--- config.mk ---
export PLATFORM = sky130hd
export DESIGN_NAME = uart_irq_agg
export DESIGN_NICKNAME = d
export VERILOG_FILES = /design/src/rtl/uart_irq_pkg.sv /design/src/rtl/uart_irq_ctrl.sv /design/src/rtl/uart_irq_edge.sv /design/src/rtl/uart_irq_pend.sv /design/src/rtl/uart_irq_agg.sv
export SDC_FILE = /design/constraint.sdc
export NUM_CORES = 1
export LEC_CHECK = 0
export BUFFER_PORTS_ARGS = -buffer_cell sky130_fd_sc_hd__buf_4
export CORE_MARGIN = 10
export CORE_UTILIZATION = 45
export DETAILED_ROUTE_END_ITERATION = 7
export GPL_TIMING_DRIVEN = 0
export MAX_ROUTING_LAYER = met4
export PLACE_DENSITY = 0.85
export REMOVE_ABC_BUFFERS = 1
export SYNTH_ARGS = -nofsm -noshare
export SYNTH_HDL_FRONTEND = slang
export SYNTH_SLANG_ARGS = --single-unit
--- constraint.sdc ---
create_clock -name clk -period 3.2 [get_ports clk]
set_clock_uncertainty 0.05 [all_clocks]
set_input_delay 0.32 -clock clk [delete_from_list [all_inputs] [get_ports clk]]
set_output_delay 0.32 -clock clk [all_outputs]
set_load 0.01 [all_outputs]
--- src/rtl/uart_irq_pkg.sv ---
package uart_irq_pkg;
  localparam int NSRC      = 3;
  localparam int SRC_RXTRG = 0;
  localparam int SRC_TXTRG = 1;
  localparam int SRC_RXTO  = 2;

  localparam int FIFO_DEPTH = 16;
  localparam int LVL_W      = $clog2(FIFO_DEPTH + 1);
  localparam int DATA_W     = 32;
  localparam int ADDR_W     = 2;

  localparam logic [ADDR_W-1:0] ADDR_CTRL = 2'd0;
  localparam logic [ADDR_W-1:0] ADDR_STAT = 2'd1;

  localparam int RXTRIG_LSB = 16;
  localparam int TXTRIG_LSB = 24;
  localparam logic [DATA_W-1:0] STAT_MASK = 32'h0000_03F0;

  // enable bit position of a source in the control word
  function automatic int en_bit(input int src);
    case (src)
      SRC_RXTRG: en_bit = 12;
      SRC_TXTRG: en_bit = 13;
      default:   en_bit = 9;
    endcase
  endfunction

  // pending bit position of a source in the status word
  function automatic int pend_bit(input int src);
    case (src)
      SRC_RXTRG: pend_bit = 4;
      SRC_TXTRG: pend_bit = 5;
      default:   pend_bit = 9;
    endcase
  endfunction

  function automatic logic at_or_above(input logic [LVL_W-1:0] lvl,
                                       input logic [LVL_W-1:0] trig);
    at_or_above = (lvl >= trig);
  endfunction

  function automatic logic at_or_below(input logic [LVL_W-1:0] lvl,
                                       input logic [LVL_W-1:0] trig);
    at_or_below = (lvl <= trig);
  endfunction
endpackage

--- src/rtl/uart_irq_ctrl.sv ---
module uart_irq_ctrl
  import uart_irq_pkg::*;
(
  input  logic              clk,
  input  logic              rst_n,
  input  logic              wr,
  input  logic [DATA_W-1:0] wdata,
  output logic [NSRC-1:0]   en,
  output logic [LVL_W-1:0]  rx_trig,
  output logic [LVL_W-1:0]  tx_trig,
  output logic [DATA_W-1:0] rd_val
);
  always_ff @(posedge clk or negedge rst_n) begin
    if (!rst_n) begin
      en      <= '0;
      rx_trig <= '0;
      tx_trig <= '0;
    end else if (wr) begin
      for (int s = 0; s < NSRC; s++) en[s] <= wdata[en_bit(s)];
      rx_trig <= wdata[RXTRIG_LSB +: LVL_W];
      tx_trig <= wdata[TXTRIG_LSB +: LVL_W];
    end
  end

  always_comb begin
    rd_val = '0;
    for (int s = 0; s < NSRC; s++) rd_val[en_bit(s)] = en[s];
    rd_val[RXTRIG_LSB +: LVL_W] = rx_trig;
    rd_val[TXTRIG_LSB +: LVL_W] = tx_trig;
  end
endmodule

--- src/rtl/uart_irq_edge.sv ---
module uart_irq_edge #(
  parameter int N = 3
) (
  input  logic         clk,
  input  logic         rst_n,
  input  logic [N-1:0] cond,
  output logic [N-1:0] rise
);
  logic [N-1:0] prev;

  for (genvar i = 0; i < N; i++) begin : g_src
    // history starts high so a condition already true at reset is no edge
    always_ff @(posedge clk or negedge rst_n) begin
      if (!rst_n) prev[i] <= 1'b1;
      else        prev[i] <= cond[i];
    end
    assign rise[i] = cond[i] & ~prev[i];
  end
endmodule

--- src/rtl/uart_irq_pend.sv ---
module uart_irq_pend #(
  parameter int N = 3
) (
  input  logic         clk,
  input  logic         rst_n,
  input  logic [N-1:0] set,
  input  logic [N-1:0] clr,
  output logic [N-1:0] pend
);
  for (genvar i = 0; i < N; i++) begin : g_bit
    always_ff @(posedge clk or negedge rst_n) begin
      if (!rst_n)      pend[i] <= 1'b0;
      else if (set[i]) pend[i] <= 1'b1;
      else if (clr[i]) pend[i] <= 1'b0;
    end
  end
endmodule

--- src/rtl/uart_irq_agg.sv ---
module uart_irq_agg
  import uart_irq_pkg::*;
(
  input  logic              clk,
  input  logic              rst_n,
  input  logic              bus_we,
  input  logic [ADDR_W-1:0] bus_addr,
  input  logic [DATA_W-1:0] bus_wdata,
  output logic [DATA_W-1:0] bus_rdata,
  input  logic [LVL_W-1:0]  rx_level,
  input  logic [LVL_W-1:0]  tx_level,
  input  logic              rx_timeout,
  output logic              irq
);
  logic [NSRC-1:0]   en;
  logic [LVL_W-1:0]  rx_trig, tx_trig;
  logic [DATA_W-1:0] ctrl_val, stat_val;
  logic [NSRC-1:0]   cond, rise, clr, pend;
  logic              ctrl_wr, stat_wr;

  assign ctrl_wr = bus_we && (bus_addr == ADDR_CTRL);
  assign stat_wr = bus_we && (bus_addr == ADDR_STAT);

  uart_irq_ctrl u_ctrl (
    .clk(clk), .rst_n(rst_n), .wr(ctrl_wr), .wdata(bus_wdata),
    .en(en), .rx_trig(rx_trig), .tx_trig(tx_trig), .rd_val(ctrl_val)
  );

  always_comb begin
    cond = '0;
    cond[SRC_RXTRG] = at_or_above(rx_level, rx_trig);
    cond[SRC_TXTRG] = at_or_below(tx_level, tx_trig);
    cond[SRC_RXTO]  = rx_timeout;
  end

  uart_irq_edge #(.N(NSRC)) u_edge (
    .clk(clk), .rst_n(rst_n), .cond(cond), .rise(rise)
  );

  always_comb begin
    for (int s = 0; s < NSRC; s++) clr[s] = stat_wr & bus_wdata[pend_bit(s)];
  end

  uart_irq_pend #(.N(NSRC)) u_pend (
    .clk(clk), .rst_n(rst_n), .set(rise), .clr(clr), .pend(pend)
  );

  always_comb begin
    stat_val = '0;
    for (int s = 0; s < NSRC; s++) stat_val[pend_bit(s)] = pend[s];
    stat_val = stat_val & STAT_MASK;
  end

  always_comb begin
    case (bus_addr)
      ADDR_CTRL: bus_rdata = ctrl_val;
      ADDR_STAT: bus_rdata = stat_val;
      default:   bus_rdata = '0;
    endcase
  end

  assign irq = |(pend & en);
endmodule

# After elaboration in Yosys (flattened, before gate mapping)
# Index checks and enable logic that the tools add are counted.
# Widths: inputs -> output; s select.
[op_classes]
n_lt_le_gt_ge = 5
eq_ne = 1
n_mux = 19
bitwise = 10
reduce_logical = 7
[op_table]
columns = ["op", "count"]
rows = [
  ["$lt 32x7->1 const B", 3],
  ["$mux 32", 3],
  ["$pmux 29 s2", 1],
  ["$bmux 1 s5", 3],
  ["$mux 1", 12],
  ["$and 1x1->1", 6],
  ["$reduce_bool 2->1", 3],
  ["$ge 5x5->1", 1],
  ["$le 5x5->1", 1],
  ["$and 3x3->3", 1],
  ["$not 1->1", 3],
  ["$reduce_or 3->1", 1],
  ["$eq 2x1->1 const B", 1],
  ["$logic_and 1x1->1", 2],
  ["$logic_not 2->1", 1],
]
[word_totals]
reg_bits = 19
input_bits = 48

# Depth between registers and ports, before layout
# Gate-level depths: netlist (run 1).
[logic_depth]
depth_word = 6
depth_mapped = 5
ltp_nobuf = 5

# Modules after synthesis
# From an unflattened synthesis (run 1), not the netlist that was laid out.
[hier_totals]
cells_unflattened = 154
area_unflattened_um2 = 1544.0
[modules_own_cells]
columns = ["module", "n_inst", "cells_per_inst", "area_each_um2", "seq_area_each_um2"]
rows = [
  ["uart_irq_ctrl", 1, 60, 764.5, 325.3],
  ["uart_irq_agg", 1, 79, 550.5, 0.0],
  ["uart_irq_edge", 1, 6, 120.1, 78.8],
  ["uart_irq_pend", 1, 9, 108.9, 75.1],
]

# Worst setup path after synthesis (run 1)
# Ideal clock, no wire load.
[synth_path]
path_type = "in2reg"
from = "input port bus_addr[0]"
to = "register u_ctrl.en[0]"
setup_ns = 0.127
t_arrival_ns = 1.156
required_ns = 3.023
path_slack_ns = 1.866
cell_stages = 4
path_buffers = 2
cell_sequence = "buf_2 -> nor3b_4 -> buf_6 -> mux2_1"
[synth_between]
elab_chain_cells = 2
[synth_lines]
columns = ["item", "line_no", "rtl"]
rows = [
  ["from (decl)", "uart_irq_agg.sv:7", "input logic [ADDR_W-1:0] bus_addr,"],
  ["$logic_not 2->1", "uart_irq_agg.sv:21", "assign ctrl_wr = bus_we && (bus_addr == ADDR_CTRL);"],
  ["$logic_and 1x1->1", "uart_irq_agg.sv:21", ""],
  ["to (signal assigned)", "uart_irq_ctrl.sv:15", "en <= '0;"],
  ["to (decl)", "uart_irq_ctrl.sv:8", "output logic [NSRC-1:0] en,"],
]
# Every way passes these cells.
# A chain may end at the register's enable or synchronous reset.

# Worst setup path after layout (run 1)
[layout_path]
from = "register u_ctrl.en[2]"
to = "output port irq"
[layout_between]
elab_chain_cells = 2
[layout_lines]
columns = ["item", "line_no", "rtl"]
rows = [
  ["$and 3x3->3", "uart_irq_agg.sv:62", "assign irq = |(pend & en);"],
  ["$reduce_or 3->1", "uart_irq_agg.sv:62", ""],
  ["to (decl)", "uart_irq_agg.sv:13", "output logic irq"],
]
# Every way passes these cells.

==> flow_summary_export.csv, run 1 <==
group,metric,value,unit
synthesis,syn_area_per_cell,9.49,µm²
critical_path,critical_path_required,2830,ps
floorplan,die-width,72.0,µm
routing,drt-pass1-iter-count,4,
cts,insertion_delay,300,ps
global_routing,overflow,0,
cells_and_area,area_delta_synth_final,26.4,%
cells_and_area,post_route_cells_drive_above_1_share,0.312,
global_routing,number_of_global_route_vias_before_repair,1116,
timing,worst-slew-pin-transition,789,ps
timing,report.final.hold_viol_count,0,
cts,clock_tree.htree_level_count,1,
synthesis,ys_ff_latch,19,
cts,tritoncts_num_sinks,19,
cts,cts_clk_pin_slew_worst_paths,110,ps
routing,wirelength,3.12,mm
cells_and_area,antenna_fix_cells,0,
floorplan,ios,81,
routing,avg_wl_per_cell,15.4,µm
cells_and_area,multi_input_comb_area,592,µm²
global_routing,gr-usage-all-layers,0.120,
cells_and_area,fill_cells,209,
routing,detail_route.drc_violations,0,
pwr,p_leak,0.794,nW
cells_and_area,nNetsFinal,232,
timing,period_minus_slack,1690,ps
global_routing,antenna_violations_before_repair,0,
placed_design,gp_congestion,0.706,
floorplan,floorplan.rows,18,
critical_path,cp_data_arrival_time,1320,ps
floorplan,design.core.area,2520,µm²
critical_path,crit_path_end_kind,"output pin",
routing,detail_route.vias_per_cell,5.10,
timing,maxSlewViolCount,0,
floorplan,fp.dieH,72.0,µm
synthesis,postSynthCellCount,128,
critical_path,kind_of_cell_adding_the_most_delay_to_the_critical_path,"flip-flops",
critical_path,cp_max_fo,3,
critical_path,worst-setup-path-type,"register to output pin",
timing,setup_viol,0,
synthesis,synth.yosys.seq_area_share,0.394,
run,maxCapViolCount,0,
critical_path,timing.critical_path.slowest_cell_delay,410,ps
pwr,power.density,423,nW/µm²
cts,cts_buffers,3,
cts,cts_hold_buf,1,
hold_path,hold_path_class,"primary input to register",
timing,slew-limit-headroom,0.473,
cells_and_area,layout.area.seq,479,µm²
pwr,total_power,0.649,mW
critical_path,critPathLaunchType,"register",
timing,finalSetupTns,0,ps
routing,vias,1035,
routing,drt_iter0_markers,32,
synthesis,synth.cell_area,1210,µm²
timing,worst_hold_check_slack,78.8,ps
timing,fmax,0.590,GHz
global_routing,grt_first_pass_wirelength,4.96,mm
placed_design,buffer_ports.inserted,46,
pwr,vdd_ir_drop_max,0.000292,V
critical_path,critPathSlowestCell,"dfrtp_1",
floorplan,die_area,5180,µm²
timing,rsz0062_at_grt,"false",
synthesis,yosys_warnings,0,
routing,final_antenna_net_count,0,
cts,post-cts-setup-buffer-count,0,
cts,cts_root_buf,"clkbuf_4",
placed_design,placed_wire_length_estimate,2.43,mm
cells_and_area,postLayoutCoreUtil,0.609,
timing,timing.final.crit_share,0.529,
global_routing,grt_max_degree,22,
critical_path,path_buf_inv,2,
critical_path,crit_chain,"a222oi_1 -> inv_1 -> buf_4",
cts,max_clock_buf_depth,2,
outcome,status,"finished clean",
synthesis,ys_types,31,
cts,count_of_cells_resized_by_post_cts_repair,0,
floorplan,start_util,0.482,
cts,tritoncts,"done",
-- cells in the mapped netlist (all sizes together) --
| cell type | number | area [µm²] |
|---|---|---|
| a211oi | 1 | 7.51 |
| nand2b | 2 | 12.5 |
| and2 | 4 | 25.0 |
| nor2 | 4 | 15.0 |
| o22ai | 1 | 6.26 |
| nor3 | 8 | 40.0 |
| o311ai | 1 | 8.76 |
| a21oi | 1 | 5.00 |
| a21o | 2 | 15.0 |
| a2bb2oi | 1 | 8.76 |
| buf | 22 | 159 |
| nor3b | 1 | 18.8 |
| o21ai | 10 | 50.1 |
| mux2 | 5 | 56.3 |
| mux2i | 1 | 10.0 |
| o31ai | 1 | 7.51 |
| nand2 | 12 | 45.0 |
| conb | 1 | 3.75 |
| a222oi | 1 | 10.0 |
| nand4b | 3 | 26.3 |
| inv | 12 | 45.0 |
| or3 | 1 | 6.26 |
| dfrtp | 16 | 400 |
| and3b | 2 | 17.5 |
| dfstp | 3 | 78.8 |
| nand3 | 1 | 5.00 |
| ha | 10 | 125 |
| a31oi | 1 | 6.26 |
-- cells in the final DEF (no fill, tap or decap) --
cell type      count
or3_1              1
mux2_1             4
nor2_1             4
o311ai_0           1
clkbuf_4           3
o22ai_1            1
a211oi_1           1
dfstp_2            3
and3b_1            2
ha_1              10
a2bb2oi_1          1
clkbuf_1           1
and2_1             4
o31ai_1            1
a222oi_1           1
mux2_2             1
nand2b_1           2
nor3_1             8
inv_1             12
nor3b_4            1
a21o_1             2
nand4b_1           3
dfrtp_1           16
a31oi_1            1
a21oi_1            1
nand3_1            1
conb_1            17
mux2i_1            1
dlygate4sd3_1      1
nand2_1           12
buf_4             46
o21ai_0           10
-- per-layer routing --
metal	GRT usage	vias to the layer above	routed length [µm]
met2	0.177	54	1380
met5	-	-	0
met3	0.0449	9	277
met4	0.0516	0	65
li1	-	494	-
met1	0.142	478	1390
-- power by group --
group	internal, mW	leakage (nW)	total (mW)	switching [mW]
Clock	0.0486	0.0150	0.125	0.0760
Combinational	0.104	0.561	0.213	0.109
Sequential	0.289	0.218	0.312	0.0226
Total	0.442	0.794	0.649	0.208
-- worst register-to-register path: cells and delay by family (launching register included) --
kind                     cells  cell delay [ps]
AND/OR/NAND/NOR              1               70
buffers and inverters        1               60
AO/OA/AOI/OAI                2              440
flip-flops                   1              340
adder cells (fa/ha/maj)      1              300
-- through the flow --
stage,worst slack [ps],cells,cell area [µm²]
after CTS,1520,203,1540
after global placement,1440,198,1500
after detailed placement,1400,198,1500
final,1510,203,1540
after global routing,1450,203,1540
after floorplan,1820,122,1120
-- path summary, 6_finish.rpt --
path                                    from                 to  slack (ps)  depth (start not counted)
max in group asynchronous              rst_n     u_edge.prev[0]        2470                          2
hold reg to reg                 u_ctrl.en[0]       u_ctrl.en[0]         480                          1
setup / recovery                u_ctrl.en[2]                irq        1510                          3
setup reg to reg           u_ctrl.tx_trig[1]     u_pend.pend[1]        1820                          5
hold / removal                    rx_timeout     u_edge.prev[2]          80                          1
min in group asynchronous              rst_n  u_ctrl.tx_trig[2]         360                          2
-- final cells by class --
type | instances | share of cell area
repair buffers | 47 | 0.231
flip-flops and latches | 19 | 0.312
well taps | 30 | 0.0244
inverters | 12 | 0.0293
clock buffers | 4 | 0.0171
multi-input cells | 91 | 0.385
-- state kept, by name, summed over array words and instances, names as in the netlist --
signal          cells
u_pend.pend         3
u_ctrl.tx_trig      5
u_ctrl.en           3
u_edge.prev         3
u_ctrl.rx_trig      5
-- cell families after synthesis --
kind of cell / after synthesis / share of synthesized area
adder cells (fa/ha/maj): 10 / 0.103
other: 1 / 0.00309
buffers and inverters: 34 / 0.168
flip-flops: 19 / 0.394
multiplexers: 6 / 0.0546
AND/OR/NAND/NOR: 38 / 0.174
AO/OA/AOI/OAI: 20 / 0.103
Power figures use the tool's default switching activity.
==> inputs of run 2 (changes only) <==
Settings changed: ABC_AREA from default to 1, CORE_UTILIZATION 45 to 42, PLACE_DENSITY 0.85 to 0.79.
Clock period 3.2 ns to 1.6 ns, I/O delays scaled along.
==> run 2 against run 1 <==
Effect of this change:
- area after synthesis increased by 4.6%
- cell count is 16% higher
- largest cell class unchanged
- worst hold slack got worse by 43 ps
- largest power group unchanged
- critical path type is now register to register
==> flow_summary_export.csv, run 2 <==
group,metric,value,unit
outcome,status,"finished clean",
cells_and_area,area_delta_synth_final,26.4,%
critical_path,reg2reg_from,"u_ctrl.rx_trig[2]",
timing,worst_hold_check_slack,36.0,ps
synthesis,postSynthCellCount,156,
timing,setup_viol,0,
pwr,total_power,1.30,mW
floorplan,die_area,5630,µm²
synthesis,ys_types,20,
floorplan,fp.dieH,75.0,µm
pwr,p_leak,0.947,nW
floorplan,die-width,75.0,µm
synthesis,synth-compound-area-share,0.113,
global_routing,overflow,0,
synthesis,synth_top_family_by_area,"buffers and inverters",
floorplan,design.core.area,2830,µm²
critical_path,regToRegEndpoint,"u_pend.pend[0]",
routing,avg_wl_per_cell,12.0,µm
synthesis,synthTopCellsByCount,"inv_1, nand2_1, nor2_1, buf_4, dfrtp_1",
timing,final.setup.worst_slack,242,ps
cells_and_area,post_route_cells_drive_above_1_share,0.353,
hold_path,hold_path_class,"primary input to register",
placed_design,placed_wire_length_estimate,2.32,mm
synthesis,synth.area.top_cells,"dfrtp_1, buf_4, ha_1",
critical_path,setup.reg_to_reg.worst_slack,240,ps
cts,max_clock_buf_depth,2,
cts,tritoncts,"done",
synthesis,synth.yosys.seq_area_share,0.377,
global_routing,number_of_global_route_vias_before_repair,1008,
placed_design,gp_congestion,0.739,
timing,report.final.hold_viol_count,0,
cts,count_of_cells_resized_by_post_cts_repair,0,
cells_and_area,antenna_fix_cells,0,
hold_path,worst_hold_startpoint,"bus_wdata[26]",
cells_and_area,nNetsFinal,263,
timing,fmax,0.737,GHz
cells_and_area,final_common_cell,"buf_4",
critical_path,cp_max_fo,3,
pwr,vdd_ir_drop_max,0.000630,V
run,maxCapViolCount,0,
routing,detail_route.vias_per_cell,4.38,
synthesis,yosys.area.top_type_share,0.315,
floorplan,floorplan.rows,19,
hold_path,worstHoldPathCells,3,
cts,cts_clk_pin_slew_worst_paths,100,ps
floorplan,start_util,0.449,
routing,wirelength,2.83,mm
synthesis,yosys.area_share.xor_xnor,0,
synthesis,yosysMostFrequentCell,"inv_1",
synthesis,synth_edf_count,0,
global_routing,gr-usage-all-layers,0.105,
routing,drt_iter0_markers,30,
synthesis,netlist.top_cell.by_area,"dfrtp_1",
timing,maxSlewViolCount,0,
placed_design,buffer_ports.inserted,46,
timing,finalSetupTns,0,ps
synthesis,ys_ff_latch,19,
global_routing,grt_max_degree,27,
synthesis,syn_area_per_cell,8.15,µm²
routing,final_antenna_net_count,0,
synthesis,synth_async_sr_flop_share,1.00,
synthesis,synth.cell_area,1270,µm²
synthesis,synth-adder-area-share,0.0984,
cells_and_area,reg_top3,"u_ctrl.rx_trig: 5 flops, u_ctrl.tx_trig: 5 flops",
synthesis,post_synth_mux_area_share,0,
global_routing,antenna_violations_before_repair,0,
critical_path,cp_data_arrival_time,1500,ps
critical_path,crit_path_end_kind,"register",
timing,rsz0062_at_grt,"false",
hold_path,timing.hold.worst_endpoint,"u_ctrl.tx_trig[2]",
timing,period_minus_slack,1360,ps
cells_and_area,most-common-layout-cells,"buf_4, inv_1, nand2_1, nor2_1, conb_1",
cts,cts_buffers,3,
pwr,power.density,808,nW/µm²
cts,clock_tree.htree_level_count,1,
cts,cts_root_buf,"clkbuf_4",
critical_path,register_to_register_path_depth,8,
synthesis,post_synth_and_or_nand_nor_area_fraction,0.201,
cts,tritoncts_num_sinks,19,
timing,timing.final.crit_share,0.849,
cts,insertion_delay,300,ps
global_routing,grt_first_pass_wirelength,4.53,mm
placed_design,dp_worst_setup_slack,238,ps
routing,vias,1029,
critical_path,worst-setup-path-type,"register to register",
floorplan,ios,81,
synthesis,yosys_warnings,0,
routing,detail_route.drc_violations,0,
critical_path,critPathLaunchType,"register",
synthesis,ys.flop_type,"dfrtp_1",
routing,drt-pass1-iter-count,4,
critical_path,critical_path_required,1750,ps
## run 2: changes by cell type after synthesis, sizes merged, moves of 3 or more
cell    delta
nand2     +13
nor2      +24
and2       -4
inv       +17
nand3      +3
nand4b     -3
o21ai      -6
mux2       -5
nor3       -8
a21oi     +13
## run 2: power breakdown
group	switching (mW)	total (mW)	internal (mW)
clock network	0.143	0.241	0.0972
logic	0.252	0.455	0.203
registers	0.0289	0.603	0.574
## run 2: worst max-delay path by stage
stage                 startpoint        endpoint  slack (ps)  depth (start not counted)
3_5_place_dp   u_ctrl.tx_trig[4]  u_pend.pend[1]         240                          9
3_3_place_gp   u_ctrl.rx_trig[2]  u_pend.pend[0]         260                          8
4_1_cts        u_ctrl.rx_trig[2]  u_pend.pend[0]         220                          8
5_1_grt        u_ctrl.rx_trig[2]  u_pend.pend[0]          50                          8
2_1_floorplan  u_ctrl.rx_trig[2]  u_pend.pend[0]         360                          8
6_report       u_ctrl.rx_trig[2]  u_pend.pend[0]         240                          8
## run 2: layout make-up
| cell class | count | area (µm²) |
|---|---|---|
| clock buffers | 4 | 26.3 |
| fillers | 285 | 1220 |
| inverters | 29 | 109 |
| multi-input cells | 104 | 588 |
| flip-flops and latches | 19 | 479 |
| well taps | 31 | 38.8 |
| repair buffers | 48 | 365 |
## run 2: worst max-delay path, cell delays in order, from the launching register on
cell and delay, ps:
dfrtp_1 370, inv_1 90, ha_1 250, nand2_1 70
inv_1 30, o21ai_0 140, nand3_1 130, nand2_1 80
nand2_1 50
## run 2: logic make-up (layout without fill, tap and decap cells)
kind of cell    after synthesis  after routing
simple gates                 58             58
buf+inv                      49             81
compound gates               19             19
flops                        19             19
fa+ha+maj                    10             10
other cells                   1             17
## run 2: repair_timing
action                                 in CTS  in global routing
endpoints found under the hold margin      20                  0
buffers inserted                            0                  0
hold buffers                                2                  0
## run 2: metal layers
metal | vias up | share of wire | global-route usage
met5 | - | 0 | -
met4 | 0 | 0.0078 | 0.0252
met3 | 4 | 0.090 | 0.0394
met2 | 38 | 0.49 | 0.177
met1 | 452 | 0.42 | 0.115
li1 | 535 | - | -
## run 2: stage by stage
stage | std cells | utilization | cell area [µm²]
after floorplan | 152 | - | 1180
after global placement | 229 | 0.552 | 1560
after detailed placement | 229 | 0.552 | 1560
after CTS | 235 | 0.568 | 1610
after global routing | 235 | 0.568 | 1610
final | 235 | 0.568 | 1610
==> inputs of run 3 (changes only) <==
Clock period 1.6 ns to 1.4 ns, I/O delays scaled along.
==> run 3 against run 2 <==
Effect of this change:
- utilization up 2.9 points
- final area up 5.1%
- wire length up 5.7%
- worst hold slack worse by 18 ps
- register-to-register slack worse by 140 ps
- largest cell class unchanged
- critical path depth up 1
- flip-flop and latch count unchanged
- sequential power up 15%
- via count up 3.0%
- combinational power up 30%
- maximum frequency up 4.9%
==> flow_summary_export.csv, run 3 (synthesis gave the netlist of run 2 again) <==
group,metric,value,unit
floorplan,floorplan.rows,19,
critical_path,critical-path-top-cell-by-count,"nand2_1",
cells_and_area,area_delta_synth_final,32.8,%
cells_and_area,antenna_fix_cells,0,
floorplan,ios,81,
routing,detail_route.drc_violations,0,
critical_path,critPathLaunchType,"register",
cells_and_area,multi_input_comb_area,619,µm²
timing,finalSetupTns,0,ps
pwr,total_power,1.56,mW
pwr,switching_fraction_of_total_power,0.330,
timing,report.final.hold_viol_count,0,
cts,tritoncts_num_sinks,19,
floorplan,fp.dieH,75.0,µm
timing,period_minus_slack,1290,ps
critical_path,critPathSlowestCell,"dfrtp_1",
global_routing,gr-usage-all-layers,0.105,
placed_design,dp_worst_setup_slack,38.3,ps
timing,setup_viol,0,
floorplan,design.core.area,2830,µm²
cts,cts_buffers,3,
critical_path,worst-setup-path-type,"register to register",
pwr,cell_internal_pwr,1.05,mW
hold_path,hold_path_class,"primary input to register",
critical_path,critical_path_required,1550,ps
floorplan,die-width,75.0,µm
critical_path,cp_data_arrival_time,1450,ps
global_routing,grt_max_degree,27,
global_routing,overflow,0,
pwr,seq_power_share,0.445,
placed_design,gp_congestion,0.739,
routing,detail_route.vias_per_cell,4.40,
timing,timing.final.crit_share,0.924,
pwr,p_leak,0.963,nW
critical_path,kind_of_cell_adding_the_most_delay_to_the_critical_path,"simple AND/OR/NAND/NOR gates",
global_routing,grt_first_pass_wirelength,4.53,mm
cts,cts_clk_pin_slew_worst_paths,110,ps
cells_and_area,reg_top3,"u_ctrl.rx_trig: 5 flops, u_ctrl.tx_trig: 5 flops",
cells_and_area,most-common-layout-cells,"buf_4, nand2_1, inv_1, nor2_1, conb_1",
global_routing,antenna_violations_before_repair,0,
outcome,status,"finished clean",
routing,vias,1060,
critical_path,cp_max_fo,2,
cells_and_area,nNetsFinal,269,
cells_and_area,fill_cells,272,
pwr,switch_pwr,0.516,mW
pwr,clock_power_share,0.178,
timing,final.setup.worst_slack,106,ps
routing,wirelength,2.99,mm
routing,drt_iter0_markers,26,
placed_design,placed_wire_length_estimate,2.32,mm
placed_design,buffer_ports.inserted,46,
critical_path,crit_chain,"inv_2 -> ha_4 -> nand2_1 -> nor2_2 -> nand2_1 -> nand3_1 -> nand2_1 -> nand2_1 -> nand2_1",
timing,fmax,0.773,GHz
run,maxCapViolCount,0,
pwr,vdd_ir_drop_max,0.000735,V
cts,max_clock_buf_depth,2,
routing,final_antenna_net_count,0,
pwr,p_comb_frac,0.377,
cells_and_area,post_route_cells_drive_above_1_share,0.414,
routing,drt-pass1-iter-count,2,
critical_path,crit_path_end_kind,"register",
cts,tritoncts,"done",
timing,maxSlewViolCount,0,
cells_and_area,postLayoutCoreUtil,0.597,
cts,clock_tree.htree_level_count,1,
cts,insertion_delay,300,ps
critical_path,timing.critical_path.slowest_cell_delay,360,ps
cts,cts_root_buf,"clkbuf_4",
floorplan,die_area,5630,µm²
global_routing,number_of_global_route_vias_before_repair,1008,
routing,avg_wl_per_cell,12.4,µm
cells_and_area,layout.area.seq,479,µm²
cells_and_area,final_common_cell,"buf_4",
critical_path,path_buf_inv,1,
pwr,power.density,926,nW/µm²
floorplan,start_util,0.449,
[run 3: cell types whose count changed in the layout (fill, tap and decap cells not counted), sizes merged]
| cell | previous run | this run |
|---|---|---|
| dlygate4sd3 | 2 | 4 |
| buf | 46 | 50 |
[run 3: final timing paths]
path	slack [ps]	to	cells past startpoint	start
max reg2reg	110	u_pend.pend[1]	9	u_ctrl.tx_trig[2]
max	110	u_pend.pend[1]	9	u_ctrl.tx_trig[2]
min	20	u_ctrl.tx_trig[4]	3	bus_wdata[28]
max in group asynchronous	820	u_edge.prev[0]	2	rst_n
min reg2reg	440	u_pend.pend[0]	2	u_pend.pend[0]
min in group asynchronous	210	u_ctrl.tx_trig[3]	2	rst_n
[run 3: worst min-delay path: stages]
cell	delay (ps)
buf_4	80
nor2_1	40
a21oi_2	80
[run 3: per-stage QoR]
stage                     cells  hold WS, ps  cell area [µm²]
final                       241         17.9             1690
after global routing        241        0.297             1690
after CTS                   235         4.67             1610
after detailed placement    229        -18.7             1560
after global placement      229        -20.7             1560
after floorplan             152         -206             1180
[run 3: final cells by class]
type | instances | share of cell area
sequential | 19 | 0.284
clock buffer | 4 | 0.0156
tap | 31 | 0.0230
timing repair buffer | 54 | 0.246
inverter | 29 | 0.0645
multi-input combinational | 104 | 0.367
[run 3: power by group through the flow]
| stage | sequential [mW] | clock [mW] | combinational (mW) |
|---|---|---|---|
| after floorplan | 0.694 | 0 | 0.316 |
| after global placement | 0.698 | 0 | 0.513 |
| after detailed placement | 0.702 | 0 | 0.521 |
| after CTS | 0.690 | 0.293 | 0.528 |
| after global routing | 0.706 | 0.329 | 0.673 |
| final | 0.696 | 0.278 | 0.590 |
[run 3: routing by layer]
layer	routed length, µm	global-route usage
met1	1260	0.115
met2	1460	0.177
met3	254	0.0394
met4	21	0.0252
met5	0	-
[run 3: repair_timing]
action	CTS	global route
endpoints found under the setup margin	0	2
buffers inserted	0	4
endpoints found under the hold margin	20	2
gates resized for setup	0	12
hold buffers	2	2
